`src/rtl/sysctl_pkg.sv`:
```
package sysctl_pkg;

   typedef enum logic [3:0] {
      PORT_NONE,
      PORT_SPECIAL,
      PORT_CPUCFG,
      PORT_FEAT,
      PORT_STAT,
      PORT_LED,
      PORT_EQUIP,
      PORT_LOCK1,
      PORT_LOCK2,
      PORT_CINV,
      PORT_KEYLK,
      PORT_CTL,
      PORT_L2ST,
      PORT_MAP
   } port_e;

   localparam int unsigned A_SPECIAL = 32'h0092;
   localparam int unsigned A_CPUCFG  = 32'h0800;
   localparam int unsigned A_FEAT    = 32'h0802;
   localparam int unsigned A_STAT    = 32'h0803;
   localparam int unsigned A_LED     = 32'h0808;
   localparam int unsigned A_EQUIP   = 32'h080C;
   localparam int unsigned A_LOCK1   = 32'h0810;
   localparam int unsigned A_LOCK2   = 32'h0812;
   localparam int unsigned A_CINV    = 32'h0814;
   localparam int unsigned A_KEYLK   = 32'h0818;
   localparam int unsigned A_CTL     = 32'h081C;
   localparam int unsigned A_L2ST    = 32'h0823;
   localparam int unsigned A_MAP     = 32'h0850;

   localparam logic [7:0] K_CPUCFG = 8'hEF;
   localparam logic [7:0] K_FEAT   = 8'hAD;
   localparam logic [7:0] K_STAT   = 8'hE0;
   localparam logic [7:0] K_EQUIP  = 8'h3C;
   localparam logic [7:0] K_EXTF   = 8'h39;
   localparam logic [7:0] K_KEYLK  = 8'h00;
   localparam logic [7:0] K_L2ST   = 8'h03;
   localparam logic [7:0] K_SPEC   = 8'h00;

   function automatic logic port_writable(port_e p);
      case (p)
         PORT_SPECIAL, PORT_CPUCFG, PORT_FEAT, PORT_STAT, PORT_LED,
         PORT_LOCK1, PORT_LOCK2, PORT_CINV, PORT_CTL, PORT_MAP: return 1'b1;
         default: return 1'b0;
      endcase
   endfunction

endpackage

```
`src/rtl/sysctl_decode.sv`:
```
module sysctl_decode
   import sysctl_pkg::*;
#(
   parameter int ADDR_W = 16
) (
   input  logic [ADDR_W-1:0] addr,
   output port_e             port
);

   always_comb begin
      case (addr)
         ADDR_W'(A_SPECIAL): port = PORT_SPECIAL;
         ADDR_W'(A_CPUCFG):  port = PORT_CPUCFG;
         ADDR_W'(A_FEAT):    port = PORT_FEAT;
         ADDR_W'(A_STAT):    port = PORT_STAT;
         ADDR_W'(A_LED):     port = PORT_LED;
         ADDR_W'(A_EQUIP):   port = PORT_EQUIP;
         ADDR_W'(A_LOCK1):   port = PORT_LOCK1;
         ADDR_W'(A_LOCK2):   port = PORT_LOCK2;
         ADDR_W'(A_CINV):    port = PORT_CINV;
         ADDR_W'(A_KEYLK):   port = PORT_KEYLK;
         ADDR_W'(A_CTL):     port = PORT_CTL;
         ADDR_W'(A_L2ST):    port = PORT_L2ST;
         ADDR_W'(A_MAP):     port = PORT_MAP;
         default:            port = PORT_NONE;
      endcase
   end

endmodule

```
`src/rtl/sysctl_state.sv`:
```
module sysctl_state
   import sysctl_pkg::*;
#(
   parameter int DATA_W = 8,
   parameter int CTL_W  = 4
) (
   input  logic              clk,
   input  logic              rst_n,
   input  logic              wr_en,
   input  port_e             port,
   input  logic [DATA_W-1:0] wdata,
   output logic              le_mode,
   output logic              disk_led,
   output logic [CTL_W-1:0]  sys_ctl,
   output logic              map_sparse,
   output logic              soft_rst_pulse,
   output logic              lock1_pulse,
   output logic              lock2_pulse,
   output logic              cinv_pulse,
   output logic              bad_wr_pulse
);

   logic wr_ok;
   assign wr_ok = port_writable(port);

   always_ff @(posedge clk or negedge rst_n) begin
      if (!rst_n) begin
         le_mode    <= 1'b0;
         disk_led   <= 1'b0;
         sys_ctl    <= '0;
         map_sparse <= 1'b0;
      end else if (wr_en) begin
         case (port)
            PORT_SPECIAL: le_mode    <= wdata[1];
            PORT_LED:     disk_led   <= wdata[0];
            PORT_CTL:     sys_ctl    <= wdata[CTL_W-1:0];
            PORT_MAP:     map_sparse <= wdata[0];
            default: ;
         endcase
      end
   end

   always_ff @(posedge clk or negedge rst_n) begin
      if (!rst_n) begin
         soft_rst_pulse <= 1'b0;
         lock1_pulse    <= 1'b0;
         lock2_pulse    <= 1'b0;
         cinv_pulse     <= 1'b0;
         bad_wr_pulse   <= 1'b0;
      end else begin
         soft_rst_pulse <= wr_en && (port == PORT_SPECIAL) && wdata[0];
         lock1_pulse    <= wr_en && (port == PORT_LOCK1);
         lock2_pulse    <= wr_en && (port == PORT_LOCK2);
         cinv_pulse     <= wr_en && (port == PORT_CINV);
         bad_wr_pulse   <= wr_en && !wr_ok;
      end
   end

endmodule

```
`src/rtl/sysctl_rdmux.sv`:
```
module sysctl_rdmux
   import sysctl_pkg::*;
#(
   parameter int DATA_W     = 8,
   parameter int CTL_W      = 4,
   parameter bit HOLD_RDATA = 1'b1
) (
   input  logic              clk,
   input  logic              rst_n,
   input  logic              rd_en,
   input  port_e             port,
   input  logic [CTL_W-1:0]  sys_ctl,
   input  logic              map_sparse,
   output logic [DATA_W-1:0] rdata
);

   logic [DATA_W-1:0] rd_next;

   always_comb begin
      case (port)
         PORT_SPECIAL: rd_next = DATA_W'(K_SPEC);
         PORT_CPUCFG:  rd_next = DATA_W'(K_CPUCFG);
         PORT_FEAT:    rd_next = DATA_W'(K_FEAT);
         PORT_STAT:    rd_next = DATA_W'(K_STAT);
         PORT_EQUIP:   rd_next = DATA_W'(K_EQUIP);
         PORT_LOCK1:   rd_next = DATA_W'(K_EXTF);
         PORT_KEYLK:   rd_next = DATA_W'(K_KEYLK);
         PORT_L2ST:    rd_next = DATA_W'(K_L2ST);
         PORT_CTL:     rd_next = DATA_W'(sys_ctl);
         PORT_MAP:     rd_next = DATA_W'(map_sparse);
         default:      rd_next = '1;
      endcase
   end

   generate
      if (HOLD_RDATA) begin : g_hold
         always_ff @(posedge clk or negedge rst_n) begin
            if (!rst_n)     rdata <= '0;
            else if (rd_en) rdata <= rd_next;
         end
      end else begin : g_zero
         always_ff @(posedge clk or negedge rst_n) begin
            if (!rst_n) rdata <= '0;
            else        rdata <= rd_en ? rd_next : '0;
         end
      end
   endgenerate

endmodule

```
`src/rtl/sysctl_regbank.sv`:
```
module sysctl_regbank
   import sysctl_pkg::*;
#(
   parameter int ADDR_W     = 16,
   parameter int DATA_W     = 8,
   parameter int CTL_W      = 4,
   parameter bit HOLD_RDATA = 1'b1
) (
   input  logic              clk,
   input  logic              rst_n,
   input  logic [ADDR_W-1:0] io_addr,
   input  logic              io_wr,
   input  logic              io_rd,
   input  logic [DATA_W-1:0] io_wdata,
   output logic [DATA_W-1:0] io_rdata,
   output logic              le_mode,
   output logic              disk_led,
   output logic [CTL_W-1:0]  sys_ctl,
   output logic              map_sparse,
   output logic              soft_rst_pulse,
   output logic              lock1_pulse,
   output logic              lock2_pulse,
   output logic              cinv_pulse,
   output logic              bad_wr_pulse
);

   localparam int MIN_ADDR_W = $clog2(A_MAP + 1);

   generate
      if (ADDR_W < MIN_ADDR_W) begin : g_bad_addr
         $error("ADDR_W too narrow for the port window");
      end
      if (DATA_W < 8) begin : g_bad_data
         $error("DATA_W must be at least 8");
      end
      if (CTL_W < 1 || CTL_W > DATA_W) begin : g_bad_ctl
         $error("CTL_W must lie in 1..DATA_W");
      end
   endgenerate

   port_e port;

   sysctl_decode #(.ADDR_W(ADDR_W)) u_dec (
      .addr (io_addr),
      .port (port)
   );

   sysctl_state #(.DATA_W(DATA_W), .CTL_W(CTL_W)) u_state (
      .clk            (clk),
      .rst_n          (rst_n),
      .wr_en          (io_wr),
      .port           (port),
      .wdata          (io_wdata),
      .le_mode        (le_mode),
      .disk_led       (disk_led),
      .sys_ctl        (sys_ctl),
      .map_sparse     (map_sparse),
      .soft_rst_pulse (soft_rst_pulse),
      .lock1_pulse    (lock1_pulse),
      .lock2_pulse    (lock2_pulse),
      .cinv_pulse     (cinv_pulse),
      .bad_wr_pulse   (bad_wr_pulse)
   );

   sysctl_rdmux #(.DATA_W(DATA_W), .CTL_W(CTL_W), .HOLD_RDATA(HOLD_RDATA)) u_rd (
      .clk        (clk),
      .rst_n      (rst_n),
      .rd_en      (io_rd),
      .port       (port),
      .sys_ctl    (sys_ctl),
      .map_sparse (map_sparse),
      .rdata      (io_rdata)
   );

endmodule

```
`config.mk`:
```
export PLATFORM = sky130hd
export DESIGN_NAME = sysctl_regbank
export DESIGN_NICKNAME = d
export VERILOG_FILES = /design/src/rtl/sysctl_pkg.sv /design/src/rtl/sysctl_decode.sv /design/src/rtl/sysctl_state.sv /design/src/rtl/sysctl_rdmux.sv /design/src/rtl/sysctl_regbank.sv
export SDC_FILE = /design/constraint.sdc
export NUM_CORES = 1
export LEC_CHECK = 0
export BUFFER_PORTS_ARGS = -buffer_cell sky130_fd_sc_hd__buf_2
export CORE_AREA = 8 8 76 78
export CTS_BUF_LIST = sky130_fd_sc_hd__clkbuf_4 sky130_fd_sc_hd__clkbuf_8 sky130_fd_sc_hd__clkbuf_16
export DETAILED_ROUTE_END_ITERATION = 8
export DIE_AREA = 0 0 84 86
export GPL_TIMING_DRIVEN = 0
export PLACE_DENSITY = 0.52
export SYNTH_ARGS = -nofsm -noshare
export SYNTH_HDL_FRONTEND = slang
export SYNTH_SLANG_ARGS = --single-unit
```
`constraint.sdc`:
```
create_clock -name clk -period 1.93 [get_ports clk]
set_clock_uncertainty 0.15 [all_clocks]
set_input_delay 0.0965 -clock clk [delete_from_list [all_inputs] [get_ports clk]]
set_output_delay 0.0965 -clock clk [all_outputs]
set_load 0.005 [all_outputs]
```
======== Word-level counts from Yosys, hierarchy flattened ========
Memory sizes are Yosys's and may differ from the RTL's.
Cells that the tools add are included.
word-level totals
  register bits ........................... 20
  memories kept ........................... 1
  bits in read-only memories .............. 16
  output and inout bits ................... 20
memory list
  name              words  width  rd ports  clocked after memory_dff  write ports  line              text
  (name not given)  16     1      1         0                         0            sysctl_pkg.sv:44  case (p)
cells by class
  equality and inequality tests ........... 26
  mux-type cells .......................... 2
  reductions and logical operators ........ 12
operators by type and width
  operator                                                number
  equality test 16 x 12 -> 1 bit (second input constant)  12
  case mux 8 bit (9 select lines)                         1
  case mux 4 bit (13 select lines)                        1
  equality test 4 bit (second input constant)             6
  equality test 16 x 8 -> 1 bit (second input constant)   1
  equality test 4 x 3 -> 1 bit (second input constant)    4
  equality test 4 x 2 -> 1 bit (second input constant)    2
  AND reduction 2 bit                                     4
  logical AND 1 bit                                       6
  equality test 4 x 1 -> 1 bit (second input constant)    1
  OR reduction 2 bit                                      1
  logical NOT 1 bit                                       1

======== Logic depth before layout (Yosys ltp) ========
  depth after elaboration ................. 5
  mapped depth ............................ 6
  depth with buffers taken out ............ 5

======== By module ========
From an unflattened synthesis, not the netlist that was laid out.
second synthesis, totals
  cells, all modules ...................... 136
  area, all modules ....................... 1,325.0 µm²
by module, submodules not included
  module         area an instance (µm²)  cells an instance  instances
  sysctl_state   541.8                   40                 1
  sysctl_rdmux   534.3                   63                 1
  sysctl_decode  249.0                   33                 1

======== Least setup slack after synthesis ========
No wires, ideal clock.
  path type ............................... input port to flip-flop
  start ................................... input port io_addr[1]
  end ..................................... register u_state.disk_led
  buffers on the path ..................... 1
  data required time ...................... 1,652 ps
  arrival time ............................ 1,329 ps
  setup time .............................. 128 ps
  stages on the path ...................... 6
  setup slack ............................. 324 ps
  cell sequence ........................... buf_2 -> and3b_1 -> o21a_1 -> or2_2 -> o2111ai_1 -> mux2_1
on the way
  word-level cells in the longest chain between the ends .. 4
RTL lines
  what                                                                                    line                  text
  start: declaration                                                                      sysctl_regbank.sv:11  input logic [ADDR_W-1:0] io_addr,
  equality test 16 x 12 -> 1 bit / equality test 16 x 8 -> 1 bit (equally long branches)  sysctl_decode.sv:11   case (addr)
  case mux 4 bit (13 select lines) (*)                                                    sysctl_decode.sv:11
  equality test 4 x 3 -> 1 bit (*)                                                        sysctl_state.sv:33    case (port)
  AND reduction 2 bit (no source line) (*)                                                n/a
  end signal: assignment                                                                  sysctl_state.sv:35    PORT_LED: disk_led <= wdata[0];
  end: declaration                                                                        sysctl_state.sv:13    output logic disk_led,
Every way passes the cells marked *; elsewhere a longest branch is shown, timed or not.
A chain may end at the register's enable or synchronous reset.

======== Worst setup path after layout ========
  start ................................... input port io_addr[13]
  end ..................................... register u_state.le_mode
on the way
  word-level cells in the longest chain between the ends .. 4
RTL lines
  what                                                                                    line                 text
  equality test 16 x 12 -> 1 bit / equality test 16 x 8 -> 1 bit (equally long branches)  sysctl_decode.sv:11
  case mux 4 bit (13 select lines) (*)                                                    sysctl_decode.sv:11
  equality test 4 x 1 -> 1 bit (*)                                                        sysctl_state.sv:33
  AND reduction 2 bit (no source line) (*)                                                n/a
  end signal: assignment                                                                  sysctl_state.sv:34   PORT_SPECIAL: le_mode <= wdata[1];
  end: declaration                                                                        sysctl_state.sv:12   output logic le_mode,
Marks and branches as above.

==> reports/qor.yml <==
placed_design:
  pre_cts_ws_ns: -0.00522
  port_buffers: 39
  place_congestion: 0.867
  dpl_cell_area_mm2: 0.00159
  hpwl_um: 2910
routing:
  vias: 1229
  ant_nets: 0
  wire_per_inst_um: 14.9
  drtPass1Iterations: 4
  drc: 0
  viasPerCell: 5.04
  drtIter0Drc: 79
  wl_um: 3640
cts:
  cts_buffers: 3
  post-cts-setup-buffers: 0
  clk_pin_slew_ns: 0.08
  cts-root-buf: "clkbuf_8"
  clock_sinks: 20
  clock_path_buffers: 2
  cts_tree: "yes"
  ctsHoldBuffers: 7
  cts_max_level: 1
  clk_latency_ns: 0.26
  cts_resized: 0
floorplanning:
  die_h_um: 86
  die_area_mm2: 0.00722
  core-area_mm2: 0.00460
  start_util_pct: 28.9
  ioPinCount: 48
  rows: 25
  fp.dieW_um: 84
setup_path:
  endpoint: "u_state.le_mode"
  reg2reg_to: "u_rd.rdata[2]"
  worst-r2r-setup-slack_ns: 0.79
  cp-end-kind: "flip-flop"
  r2r_cells: 4
  cp_max_fo: 9
  worstPathRequired_ns: 1.92
  arrival_ns: 1.65
  crit_path_cell_trace: "buf_2, nor4_4, nand4_4, a21oi_2, o2111ai_1, mux2_1"
  critPathMaxStageDelay_ns: 0.43
  reg2reg_from: "u_state.sys_ctl[2]"
  cp-startpoint: "io_addr[13]"
  worst-setup-path-type: "in2reg"
  cp-start-kind: "primary input"
  slowest_stage: "nor4_4"
final_layout:
  layout_commonest_cell: "buf_2"
  syn_to_final_growth_pct: 30.4
  fill_cells: 467
  drive_gt1_share_pct: 34.2
  antenna_cells: 0
  post-route-util_pct: 37.7
  layout_common_cells: "buf_2, dfrtp_1, nor2_1"
  multi_input_area_um2: 783
  nets: 219
  fin_area_mm2: 0.00173
  regArea_um2: 500
sta:
  hold_violations: 0
  report.final.slew_viol_count: 0
  fin_ws_ns: 0.267
  rsz0062_at_grt: "false"
  max_slew_margin_pct: 67.5
  fin_crit_sh_pct: 86.1
  period_needed_ns: 1.66
  fmax_mhz: 601
  worst_pin_slew_ns: 0.483
  setup_viol: 0
  timing.hold.ws_ns: 0.110
status:
  status: "finished clean"
global_routing:
  grt_start_max_net_pins: 21
  grt_pass1_vias: 1276
  grt_pass1_wl_um: 6080
  antenna_found_initial: 0
  overflow: 0
  gr-usage-all-layers_pct: 10.0
yosys:
  ys_seq_area_share_pct: 37.7
  synth_warnings: 0
  avgSynthCellArea_um2: 9.48
  ys_ff_latch: 20
  synth_fp_nets: 168
  synth_area_mm2: 0.00133
  yosys.cell_types.count: 49
  synthCells: 140
power_and_ir_drop:
  power_density_mw_per_mm2: 559
  p_leak_nw: 0.765
  irDropWorstVdd_uv: 346
min_path:
  hold_class: "in2reg"
flow_run:
  drv_cap: 0
[Yosys cell counts (all sizes together)]
cell | n | area [µm²]
a2bb2oi | 1 | 15.0
nor3 | 5 | 36.3
or2 | 3 | 18.8
nor2 | 19 | 73.8
o2111ai | 3 | 26.3
a31oi | 3 | 18.8
a21o | 1 | 7.51
nand3 | 1 | 5.00
and4 | 2 | 20.0
a211o | 1 | 8.76
mux2 | 7 | 78.8
a311oi | 1 | 8.76
nor3b | 3 | 33.8
nand4 | 6 | 58.8
clkbuf | 1 | 3.75
and3 | 1 | 6.26
dfrtp | 20 | 500
nor2b | 8 | 50.1
o21a | 1 | 7.51
buf | 5 | 36.3
a21boi | 2 | 18.8
nor4 | 3 | 33.8
a32oi | 1 | 8.76
o21ai | 8 | 40.0
nor4b | 2 | 17.5
o41ai | 1 | 16.3
o211ai | 1 | 12.5
and2 | 1 | 8.76
nand2 | 12 | 45.0
inv | 1 | 3.75
o211a | 1 | 10.0
a22o | 1 | 8.76
xnor2 | 1 | 8.76
and3b | 2 | 17.5
a21oi | 11 | 62.6
[stage by stage]
stage                TNS, ns  total power [mW]  std cells
floorplan                  0             0.502        140
global placement     -0.0107             0.554        233
finish                     0             0.968        244
global route               0              1.01        244
detailed placement  -0.00522             0.554        233
CTS                        0             0.987        244
[where the power goes]
group	switching [mW]	internal, mW	leakage (nW)	total, mW
clock network	0.135	0.277	0.0357	0.411
registers	0.000421	0.420	0.235	0.420
logic	0.0778	0.0582	0.494	0.136
total	0.213	0.755	0.765	0.968
[per-layer routing]
layer	vias up	wire length, µm	share of wire (%)	track usage (%)
li1	622	-	-	-
met1	584	1820	50	13.0
met2	21	1670	46	16.0
met3	2	125	3.4	2.46
met4	0	19	0.52	2.98
met5	-	0	0	0
[cells by family after synthesis]
| kind of cell | synth area share [%] |
|---|---|
| xor gates and xnor gates | 0.660 |
| buffers and inverters | 3.30 |
| and+or+nand+nor | 32.0 |
| DFF | 37.7 |
| AOI/OAI and AO/OA | 20.4 |
| muxes | 5.94 |
[final cells by class]
cell class / instances / area share (%)
plain buffers: 6 / 2.31
clock buffers: 3 / 2.38
clock inverters: 1 / 1.73
inverters: 1 / 0.217
multi-input cells: 113 / 45.2
flip-flops and latches: 20 / 28.9
well taps: 54 / 3.90
repair buffers: 46 / 15.3
[worst max-delay path: cells and delay by family]
kind / cells / cell delay [ns]
mux: 1 / 0.34
simple gates: 2 / 0.67
buf+inv: 1 / 0.11
compound gates: 2 / 0.42
[registers in the layout, indices dropped and copies added (netlist names)]
signal,flops
u_rd.rdata,8
u_state.lock2_pulse,1
u_state.sys_ctl,4
u_state.le_mode,1
u_state.lock1_pulse,1
u_state.map_sparse,1
u_state.soft_rst_pulse,1
u_state.bad_wr_pulse,1
u_state.disk_led,1
u_state.cinv_pulse,1
[how the worst min path moves through the flow]
stage | startpoint | endpoint | slack, ns | depth (start not counted)
after floorplan | rst_n | u_rd.rdata[0] | -0.35 | 0
after detailed placement | rst_n | u_rd.rdata[5] | -0.08 | 1
after global routing | io_addr[2] | u_state.lock1_pulse | 0.11 | 3
after CTS | io_addr[2] | u_state.lock1_pulse | 0.09 | 3
final | io_addr[2] | u_state.lock1_pulse | 0.11 | 3
after global placement | rst_n | u_rd.rdata[4] | -0.08 | 1
No activity file was read; power rests on OpenSTA's default activity.
